==> config.mk <==
export PLATFORM = sky130hd
export DESIGN_NAME = irq_front_cond
export DESIGN_NICKNAME = d
export VERILOG_FILES = /design/src/rtl/irq_cond_pkg.sv /design/src/rtl/irq_sync2.sv /design/src/rtl/irq_edge_capture.sv /design/src/rtl/irq_front_cond.sv
export SDC_FILE = /design/constraint.sdc
export NUM_CORES = 1
export LEC_CHECK = 0
export BUFFER_PORTS_ARGS = -buffer_cell sky130_fd_sc_hd__buf_2
export CAP_MARGIN = 20
export CELL_PAD_IN_SITES_DETAIL_PLACEMENT = 1
export CELL_PAD_IN_SITES_GLOBAL_PLACEMENT = 1
export CORE_UTILIZATION = 35
export CTS_BUF_LIST = sky130_fd_sc_hd__clkbuf_8
export DETAILED_ROUTE_END_ITERATION = 12
export PLACE_DENSITY = 0.85
export SYNTH_ARGS = -nofsm -noshare
export SYNTH_HDL_FRONTEND = slang
export SYNTH_SLANG_ARGS = --single-unit
==> constraint.sdc <==
create_clock -name clk -period 1.83 [get_ports clk]
set_input_delay 0.366 -clock clk [delete_from_list [all_inputs] [get_ports clk]]
set_output_delay 0.366 -clock clk [all_outputs]
set_load 0.005 [all_outputs]
==> src/rtl/irq_cond_pkg.sv <==
package irq_cond_pkg;
    typedef enum logic {
        CAP_IDLE = 1'b0,
        CAP_PEND = 1'b1
    } cap_state_e;

    localparam int unsigned ERR_CLASSES = 3;
    localparam int unsigned ERR_SYS     = 0;
    localparam int unsigned ERR_VSYS    = 1;
    localparam int unsigned ERR_MEM     = 2;

    localparam logic [1:0] CAUSE_NONE   = 2'b00;
    localparam logic [1:0] CAUSE_EXTABT = 2'b01;
    localparam logic [1:0] CAUSE_PARITY = 2'b10;
endpackage

==> src/rtl/irq_sync2.sv <==
module irq_sync2 #(
    parameter int unsigned W = 1
) (
    input  logic         clk,
    input  logic         rst_n,
    input  logic [W-1:0] d_async,
    output logic [W-1:0] q_sync
);
    logic [W-1:0] meta_q;
    logic [W-1:0] sync_q;

    always_ff @(posedge clk or negedge rst_n) begin
        if (!rst_n) begin
            meta_q <= '1;
            sync_q <= '1;
        end else begin
            meta_q <= d_async;
            sync_q <= meta_q;
        end
    end

    assign q_sync = sync_q;
endmodule

==> src/rtl/irq_edge_capture.sv <==
module irq_edge_capture
    import irq_cond_pkg::*;
#(
    parameter int unsigned W = 1
) (
    input  logic         clk,
    input  logic         rst_n,
    input  logic [W-1:0] lvl_n,
    input  logic [W-1:0] ack,
    output logic [W-1:0] pend
);
    cap_state_e   st_q [W];
    cap_state_e   st_d [W];
    logic [W-1:0] prev_q;
    logic [W-1:0] fall;

    assign fall = prev_q & ~lvl_n;

    always_ff @(posedge clk or negedge rst_n) begin
        if (!rst_n) begin
            prev_q <= '1;
            for (int i = 0; i < int'(W); i++) st_q[i] <= CAP_IDLE;
        end else begin
            prev_q <= lvl_n;
            for (int i = 0; i < int'(W); i++) st_q[i] <= st_d[i];
        end
    end

    always_comb begin
        for (int i = 0; i < int'(W); i++) begin
            st_d[i] = st_q[i];
            unique case (st_q[i])
                CAP_IDLE: if (fall[i]) st_d[i] = CAP_PEND;
                CAP_PEND: if (ack[i] && !fall[i]) st_d[i] = CAP_IDLE;
                default:  st_d[i] = CAP_IDLE;
            endcase
        end
    end

    always_comb begin
        for (int i = 0; i < int'(W); i++) pend[i] = (st_q[i] == CAP_PEND);
    end
endmodule

==> src/rtl/irq_front_cond.sv <==
module irq_front_cond
    import irq_cond_pkg::*;
#(
    parameter int unsigned NC     = 2,
    parameter int unsigned ADDR_W = 22
) (
    input  logic              clk,
    input  logic              rst_n,
    input  logic              ctrl_bypass,
    input  logic [NC-1:0]     req_norm_n,
    input  logic [NC-1:0]     req_fast_n,
    input  logic [NC-1:0]     req_vnorm_n,
    input  logic [NC-1:0]     req_vfast_n,
    input  logic [NC-1:0]     err_sys_n,
    input  logic [NC-1:0]     err_vsys_n,
    input  logic [NC-1:0]     err_mem_n,
    input  logic [NC-1:0]     ack_sys,
    input  logic [NC-1:0]     ack_vsys,
    input  logic [NC-1:0]     ack_mem,
    input  logic [NC-1:0]     ctl_irq,
    input  logic [NC-1:0]     ctl_fiq,
    input  logic [NC-1:0]     ctl_virq,
    input  logic [NC-1:0]     ctl_vfiq,
    input  logic [ADDR_W-1:0] cfg_base_in,
    output logic [NC-1:0]     core_irq,
    output logic [NC-1:0]     core_fiq,
    output logic [NC-1:0]     core_virq,
    output logic [NC-1:0]     core_vfiq,
    output logic [NC-1:0]     pend_sys,
    output logic [NC-1:0]     pend_vsys,
    output logic [NC-1:0]     pend_mem,
    output logic [2*NC-1:0]   fault_cause,
    output logic [ADDR_W-1:0] cfg_base_q
);
    localparam int unsigned LVL_CLASSES = 4;
    localparam int unsigned SYNC_W      = (LVL_CLASSES + ERR_CLASSES) * NC;

    logic [SYNC_W-1:0] raw_n;
    logic [SYNC_W-1:0] syn_n;
    logic [NC-1:0]     err_lvl_n [ERR_CLASSES];
    logic [NC-1:0]     err_ack   [ERR_CLASSES];
    logic [NC-1:0]     err_pend  [ERR_CLASSES];

    assign raw_n = {err_mem_n, err_vsys_n, err_sys_n,
                    req_vfast_n, req_vnorm_n, req_fast_n, req_norm_n};

    irq_sync2 #(.W(SYNC_W)) u_sync (
        .clk     (clk),
        .rst_n   (rst_n),
        .d_async (raw_n),
        .q_sync  (syn_n)
    );

    assign err_ack[ERR_SYS]  = ack_sys;
    assign err_ack[ERR_VSYS] = ack_vsys;
    assign err_ack[ERR_MEM]  = ack_mem;

    for (genvar k = 0; k < ERR_CLASSES; k++) begin : g_err
        assign err_lvl_n[k] = syn_n[(LVL_CLASSES + k) * NC +: NC];
        irq_edge_capture #(.W(NC)) u_cap (
            .clk   (clk),
            .rst_n (rst_n),
            .lvl_n (err_lvl_n[k]),
            .ack   (err_ack[k]),
            .pend  (err_pend[k])
        );
    end

    assign pend_sys  = err_pend[ERR_SYS];
    assign pend_vsys = err_pend[ERR_VSYS];
    assign pend_mem  = err_pend[ERR_MEM];

    for (genvar c = 0; c < NC; c++) begin : g_cause
        always_comb begin
            if (pend_mem[c])
                fault_cause[2*c +: 2] = CAUSE_PARITY;
            else if (pend_sys[c] || pend_vsys[c])
                fault_cause[2*c +: 2] = CAUSE_EXTABT;
            else
                fault_cause[2*c +: 2] = CAUSE_NONE;
        end
    end

    always_comb begin
        if (ctrl_bypass) begin
            core_irq  = ~syn_n[0*NC +: NC];
            core_fiq  = ~syn_n[1*NC +: NC];
            core_virq = ~syn_n[2*NC +: NC];
            core_vfiq = ~syn_n[3*NC +: NC];
        end else begin
            core_irq  = ctl_irq;
            core_fiq  = ctl_fiq;
            core_virq = ctl_virq;
            core_vfiq = ctl_vfiq;
        end
    end

    always_ff @(posedge clk) begin
        if (!rst_n) cfg_base_q <= cfg_base_in;
    end
endmodule

# Word level (Yosys, flattened, before mapping)
# Cells that the tools add are included.
# Widths: inputs -> output; s select.
[word_totals]
wordCells = 68
in_bits = 53
reg_bits = 62
out_inout_bits = 40
[op_classes]
n_bitwise = 16
mux = 26
n_reduce_logical = 14
[op_table]
columns = ["cell", "count"]
rows = [
  ["$mux 1", 14],
  ["$not 2->2", 7],
  ["$mux 2", 6],
  ["$pmux 1 s2", 6],
  ["$and 2x2->2", 3],
  ["$logic_and 1x1->1", 6],
  ["$logic_not 1->1", 6],
  ["$not 1->1", 6],
  ["$logic_or 1x1->1", 2],
]

# Depth between registers and ports, before layout
# Gate-level depths: netlist (run 1).
[logic_depth]
depth_word = 6
depth_mapped = 2
depth_no_buf = 2

# Hierarchy
# From an unflattened synthesis (run 1), not the netlist that was laid out.
[hier_totals]
hier_cells = 104
hier_area_um2 = 1979.4
[modules_own_cells]
columns = ["mod", "area_each_um2", "cells_per_inst", "n_inst", "seq_area_each_um2"]
rows = [
  ["irq_front_cond", 815.8, 46, 1, 660.6],
  ["irq_sync2", 735.7, 28, 1, 735.7],
  ["irq_edge_capture", 142.6, 10, 3, 102.6],
]

# Least setup slack after synthesis (run 1)
# No wires, ideal clock.
[synth_timing]
kind = "input to register"
from = "input rst_n"
to = "register cfg_base_q[0] (enable)"
path_buffers = 0
slack_ns = 0.651
t_required_ns = 1.453
cell_stages = 1
setup_ns = 0.377
t_arrival_ns = 0.802
cell_sequence = "inv_1"
[synth_lines]
columns = ["element", "line_no", "rtl"]
rows = [
  ["start: declaration", "irq_front_cond.sv:8", "input logic rst_n,"],
  ["end signal: assignment", "irq_front_cond.sv:99", "if (!rst_n) cfg_base_q <= cfg_base_in;"],
  ["end: declaration", "irq_front_cond.sv:33", "output logic [ADDR_W-1:0] cfg_base_q"],
]
# No word-level cell between the ends.

# Worst setup path in the final report (run 1)
[layout_timing]
from = "register u_sync.sync_q[7] (netlist: u_sync.q_sync[7])"
to = "output core_vfiq[1]"
[layout_via]
elab_chain_cells = 2
[layout_lines]
columns = ["element", "line_no", "rtl"]
rows = [
  ["start: declaration", "irq_sync2.sv:10", "logic [W-1:0] sync_q;"],
  ["start signal: assignment", "irq_sync2.sv:18", "sync_q <= meta_q;"],
  ["$not 2->2", "irq_front_cond.sv:89", "core_vfiq = ~syn_n[3*NC +: NC];"],
  ["$mux 2", "irq_front_cond.sv:85", "if (ctrl_bypass) begin"],
  ["end: declaration", "irq_front_cond.sv:28", "output logic [NC-1:0] core_vfiq,"],
]
# No other way between the ends.

==> results of run 1 <==
-- final cells by class --
type                            instances  area [um^2]
Clock inverter                          7         56.3
Tap cell                               70         87.6
Clock buffer                            9          124
Sequential cell                        62         1700
Inverter                               21         78.8
Timing Repair Buffer                   94          475
Fill cell                             552         2550
Multi-Input combinational cell         16          128
-- cell usage in the layout, fill, tap and decap left out, drive strengths merged --
cell type,instances
clkbuf,9
o22ai,6
buf,94
a21oi,2
inv,22
clkinv,5
mux2i,8
bufinv,1
edfxtp,22
dfstp,34
dfrtp,6
-- worst min-delay path by stage --
| stage | from | endpoint | slack (ns) | depth (start not counted) |
|---|---|---|---|---|
| global route | err_mem_n[1] | u_sync.meta_q[13] | 0.11 | 1 |
| floorplan | rst_n | g_err[0].u_cap.pend[0] | 0.07 | 0 |
| detailed placement | u_sync.meta_q[7] | u_sync.q_sync[7] | 0.35 | 0 |
| finish | rst_n | g_err[0].u_cap.pend[0] | 0.12 | 2 |
| global placement | u_sync.meta_q[9] | u_sync.q_sync[9] | 0.35 | 0 |
| CTS | err_sys_n[0] | u_sync.meta_q[8] | 0.11 | 1 |
-- stage by stage --
step | std cells | cell area, um^2 | total power, W | setup WS, ns | utilization
6_report | 279 | 2650 | 0.00287 | 0.411 | 0.510
5_1_grt | 279 | 2650 | 0.00300 | 0.354 | 0.510
4_1_cts | 279 | 2650 | 0.00293 | 0.387 | 0.510
3_5_place_dp | 263 | 2470 | 0.00183 | 0.486 | 0.475
3_3_place_gp | 263 | 2470 | 0.00181 | 0.563 | 0.475
2_1_floorplan | 102 | 1940 | 0.00167 | 0.651 | -
-- where the power goes --
group / switching [W] / total, W / internal (W)
sequential: 0.0000297 / 0.00159 / 0.00156
clock: 0.000469 / 0.00108 / 0.000606
combinational: 0.0000995 / 0.000206 / 0.000106
total: 0.000598 / 0.00287 / 0.00228
-- per-layer routing --
layer,share of wire,GRT usage,up-vias,wire (um)
li1,-,-,536,-
met1,0.39,0.148,541,1440
met2,0.47,0.227,81,1760
met3,0.11,0.0623,10,404
met4,0.028,0.0923,0,104
met5,0,0,-,0
-- registers in the layout, summed over array words and instances, names as in the netlist --
register / cells
u_sync.meta_q: 14
cfg_base_q: 22
g_err.u_cap.prev_q: 6
u_sync.q_sync: 14
g_err.u_cap.pend: 6
-- logic make-up (layout without fill, tap and decap cells) --
logic type,Yosys count,after routing
compound gates,8,8
buf+inv,24,131
flops,62,62
mux,8,8
==> results.py, run 1 <==
metrics = {
    "logic_synthesis": {
        "synth-main-ff-cell": "dfstp_2",
        "synth-edff-count": 22,
        "synth_compound_area_frac": 0.0245,
        "synthArstFlopShare": 0.645,
        "ys_top_cells_by_count": "dfstp_2 (34), edfxtp_1 (22), inv_1 (21)",
        "synth_simple_gate_area_frac": 0,
        "synthCells": 102,
        "ys_seq_area_frac": 0.880,
        "synth_xor_area_frac": 0,
        "synth_top_area_share": 0.461,
        "yosys_warnings": 0,
        "synthDistinctLibCells": 9,
        "synth_top_area_cell": "dfstp_2",
        "synthTopCellsByArea": "dfstp_2 (46%), edfxtp_1 (34%), dfrtp_1 (7.8%)",
        "syn_area_um2": 1940,
        "synth-seq-cells": 62,
        "synth_most_common_cell": "dfstp_2",
        "synth_fp_nets": 155,
        "synth_top_family_by_area": "buffers and inverters",
        "synth.area.mux_share": 0.0413,
        "syn_area_per_cell_um2": 19.0,
        "synthAdderAreaFrac": 0,
    },
    "placement": {
        "gp_congestion": 0.715,
        "port_buffers": 92,
        "hpwl_mm": 2.77,
    },
    "setup_path": {
        "cp-end-kind": "output pin",
        "worst-path-max-fanout": 1,
        "reg2reg_to": "g_err[2].u_cap.pend[0]",
        "worst-r2r-setup-slack_ns": 1.03,
        "arrival_ns": 1.05,
        "r2r-start": "g_err[2].u_cap.prev_q[0]",
        "criticalPathCategory": "flop to output pin",
        "cp_top_family": "flip-flops",
        "cp_num_cells": 2,
        "crit_chain": "mux2i_1 > buf_2",
        "cp-endpoint": "core_vfiq[1]",
        "setup.worst_path.start": "u_sync.q_sync[7]",
        "required_ns": 1.46,
        "path_buf_inv": 1,
        "critPathLaunchType": "flop",
        "critPathMaxStageDelay_ns": 0.53,
        "reg2regPathDepth": 2,
        "slowest_stage": "dfstp_2",
    },
    "min_path": {
        "hp-class": "input port to async pin",
    },
    "clocking": {
        "post_cts_resized": 0,
        "clk_pin_slew_ns": 0.07,
        "cts_buffer_depth": 2,
        "cts_max_level": 3,
        "postCtsSetupRepairBufs": 0,
        "cts.sinks": 62,
        "numCtsBuffers": 9,
        "cts_tree": "built",
        "hold_buffers": 0,
        "cts_root_buffer": "clkbuf_8",
        "clk_latency_ns": 0.33,
    },
    "timing": {
        "tns_ns": 0,
        "holdWs_ns": 0.123,
        "rsz0062_at_grt": "no",
        "period_share": 0.775,
        "finalCriticalPeriod_ns": 1.42,
        "hold_viol_final": 0,
        "tightest_slew_ns": 0.472,
        "drv_slew": 0,
        "setup_viol": 0,
        "final.setup_skew_ns": 0.00494,
        "max_slew_margin": 0.685,
        "max_freq_mhz": 705,
    },
    "grt": {
        "antenna_found_initial": 0,
        "grt-ovfl-total": 0,
        "grt_pass1_wl_mm": 5.84,
        "grt_max_degree": 41,
        "gr-usage-all-layers": 0.140,
        "first_global_vias": 1272,
    },
    "floorplan": {
        "core_area_um2": 5200,
        "initial_utilization": 0.372,
        "dieHeight_um": 76.4,
        "ios": 93,
        "die_x_um": 76.4,
        "rows": 26,
        "die_area_um2": 5840,
    },
    "routing": {
        "detail_route.wl_per_cell_um": 13.3,
        "drc": 0,
        "via_count": 1168,
        "via_per_inst": 4.19,
        "wirelength_mm": 3.71,
        "antenna_left": 0,
        "first_pass_iters": 2,
        "drt_iter0_drc": 40,
    },
    "pwr": {
        "power.density_nw_per_um2": 1080,
        "irDropWorstVdd_mv": 0.592,
        "p_leak_nw": 1.28,
    },
    "outcome": {
        "status": "finished, final reports clean",
    },
    "flow_run": {
        "max_cap_viol_count": 0,
    },
    "final_layout": {
        "area.growth.synth_to_final_pct": 37.0,
        "diodes": 0,
        "drive_gt1_frac": 0.675,
        "nNetsFinal": 257,
    },
}
(Power assumes the default switching activity.)
==> run 2: changes to the inputs <==
- CORE_UTILIZATION: 35 -> 34
- PLACE_DENSITY: 0.85 -> 0.86
- clock period: 1.83 -> 1.2 ns (I/O delays scaled with it)
==> run 2 against run 1 <==
Compared with the run above:
- the flow now finishes with violations (setup timing)
- non-clock buffer count is 18 higher
- count of clock-buffer cells in the layout stayed put
- critical path depth is 1 higher
- wire length is 26% higher
- largest power group unchanged
==> results.py, run 2 (synthesis gave the netlist of run 1 again) <==
metrics = {
    "placement": {
        "placed_cells_incl_taps": 265,
        "gp_congestion": 0.703,
        "port_buffers": 92,
        "detailed_place.area_um2": 2490,
        "hpwl_mm": 3.03,
    },
    "timing": {
        "setup_viol": 10,
        "fin_ws_ns": -0.107,
        "finalCriticalPeriod_ns": 1.31,
        "rsz0062_at_grt": "yes",
        "max_slew_margin": 0.698,
        "hold_viol_final": 0,
        "period_share": 1.09,
        "tns_ns": -0.732,
        "tightest_slew_ns": 0.454,
        "max_freq_mhz": 765,
        "final.setup_skew_ns": 0.00610,
        "drv_slew": 0,
    },
    "setup_path": {
        "cp-end-kind": "output pin",
        "required_ns": 0.96,
        "r2r-start": "g_err[1].u_cap.prev_q[1]",
        "arrival_ns": 1.07,
        "criticalPathCategory": "flop to output pin",
        "worst-path-max-fanout": 2,
        "reg2regPathDepth": 2,
        "cp-endpoint": "fault_cause[2]",
        "critPathLaunchType": "flop",
        "setup.worst_path.start": "g_err[0].u_cap.pend[1]",
        "reg2reg_to": "g_err[1].u_cap.pend[1]",
        "worst-r2r-setup-slack_ns": 0.34,
    },
    "grt": {
        "grt_max_degree": 41,
        "gr-usage-all-layers": 0.168,
        "grt_pass1_wl_mm": 7.07,
        "first_global_vias": 1480,
        "antenna_found_initial": 0,
        "grt-ovfl-total": 0,
    },
    "floorplan": {
        "dieHeight_um": 77.5,
        "die_area_um2": 6000,
        "initial_utilization": 0.352,
        "die_x_um": 77.5,
        "core_area_um2": 5510,
        "ios": 93,
        "rows": 27,
    },
    "final_layout": {
        "drive_gt1_frac": 0.656,
        "finalInstanceArea_um2": 2860,
        "final_common_cell": "buf_2",
        "diodes": 0,
        "nNetsFinal": 275,
        "final_cell_count_no_fill": 299,
        "top_register": "cfg_base_q",
        "final_cell_mix": "buf_2 (91), dfstp_2 (34), edfxtp_1 (22), inv_1 (19), dlygate4sd3_1 (15)",
        "final_util": 0.519,
        "area.growth.synth_to_final_pct": 47.6,
        "largest_register_ffs": 22,
    },
    "clocking": {
        "cts_tree": "built",
        "clk_latency_ns": 0.33,
        "cts.sinks": 62,
        "numCtsBuffers": 9,
        "cts_buffer_depth": 2,
        "clk_pin_slew_ns": 0.07,
        "cts_root_buffer": "clkbuf_8",
        "cts_max_level": 3,
    },
    "routing": {
        "wirelength_mm": 4.68,
        "drc": 0,
        "via_count": 1256,
        "drt_iter0_drc": 43,
        "antenna_left": 0,
        "via_per_inst": 4.20,
        "first_pass_iters": 2,
        "detail_route.wl_per_cell_um": 15.7,
    },
    "min_path": {
        "hp-class": "input port to flop",
    },
    "outcome": {
        "status": "finished with violations",
        "failed_checks": "setup timing",
    },
    "pwr": {
        "p_leak_nw": 1.37,
        "irDropWorstVdd_mv": 0.937,
        "power.density_nw_per_um2": 1570,
    },
    "flow_run": {
        "max_cap_viol_count": 0,
    },
}
-- run 2: metal layers --
layer | wire (um) | track usage | part of all wire | vias to the layer above
met5 | 0 | 0 | 0 | -
met4 | 107 | 0.0962 | 0.023 | 0
met3 | 605 | 0.0976 | 0.13 | 11
met2 | 2390 | 0.293 | 0.51 | 87
met1 | 1570 | 0.150 | 0.34 | 587
li1 | - | - | - | 571
-- run 2: repair_timing --
item / CTS / global route
hold buffers: 14 / 1
gates resized for setup: 1 / 6
setup buffers: 2 / 1
setup endpoints to repair: 10 / 11
endpoints found under the hold margin: 19 / 1
pin swaps: 1 / 1
-- run 2: worst min path at each step --
stage / start / end / slack (ns) / depth (start not counted)
after floorplan: rst_n / g_err[0].u_cap.pend[0] / -0.06 / 0
after global placement: rst_n / g_err[0].u_cap.pend[1] / 0.33 / 2
after detailed placement: rst_n / g_err[0].u_cap.pend[1] / 0.32 / 2
after CTS: req_vnorm_n[0] / u_sync.meta_q[4] / 0.001 / 1
after global routing: cfg_base_in[14] / cfg_base_q[14] / 0.06 / 1
final: cfg_base_in[8] / cfg_base_q[8] / 0.08 / 1
-- run 2: metrics by stage --
stage / hold slack (ns) / setup WS [ns] / power, W
after floorplan: -0.0556 / 0.147 / 0.00255
after global placement: 0.325 / 0.186 / 0.00278
after detailed placement: 0.324 / 0.123 / 0.00280
after CTS: 0.000980 / -0.120 / 0.00452
after global routing: 0.0608 / -0.149 / 0.00468
final: 0.0823 / -0.107 / 0.00450
-- run 2: layout make-up --
type / count / area [um^2]
fill: 572 / 2650
sequential: 62 / 1700
timing repair buffer: 112 / 671
multi-input combinational: 16 / 135
clock buffer: 9 / 124
tap: 72 / 90.1
inverter: 21 / 78.8
clock inverter: 7 / 56.3
-- run 2: power by group --
group / total (W) / switching (W) / leakage, nW / internal (W)
combinational: 0.000398 / 0.000180 / 0.622 / 0.000217
clock: 0.00166 / 0.000733 / 0.0990 / 0.000925
sequential: 0.00244 / 0.0000580 / 0.646 / 0.00239
-- run 2: worst max-delay path, stage by stage, from the launching register on --
cell,delay [ns]
dfrtp_1,0.38
inv_2,0.06
a21oi_2,0.15
buf_2,0.15
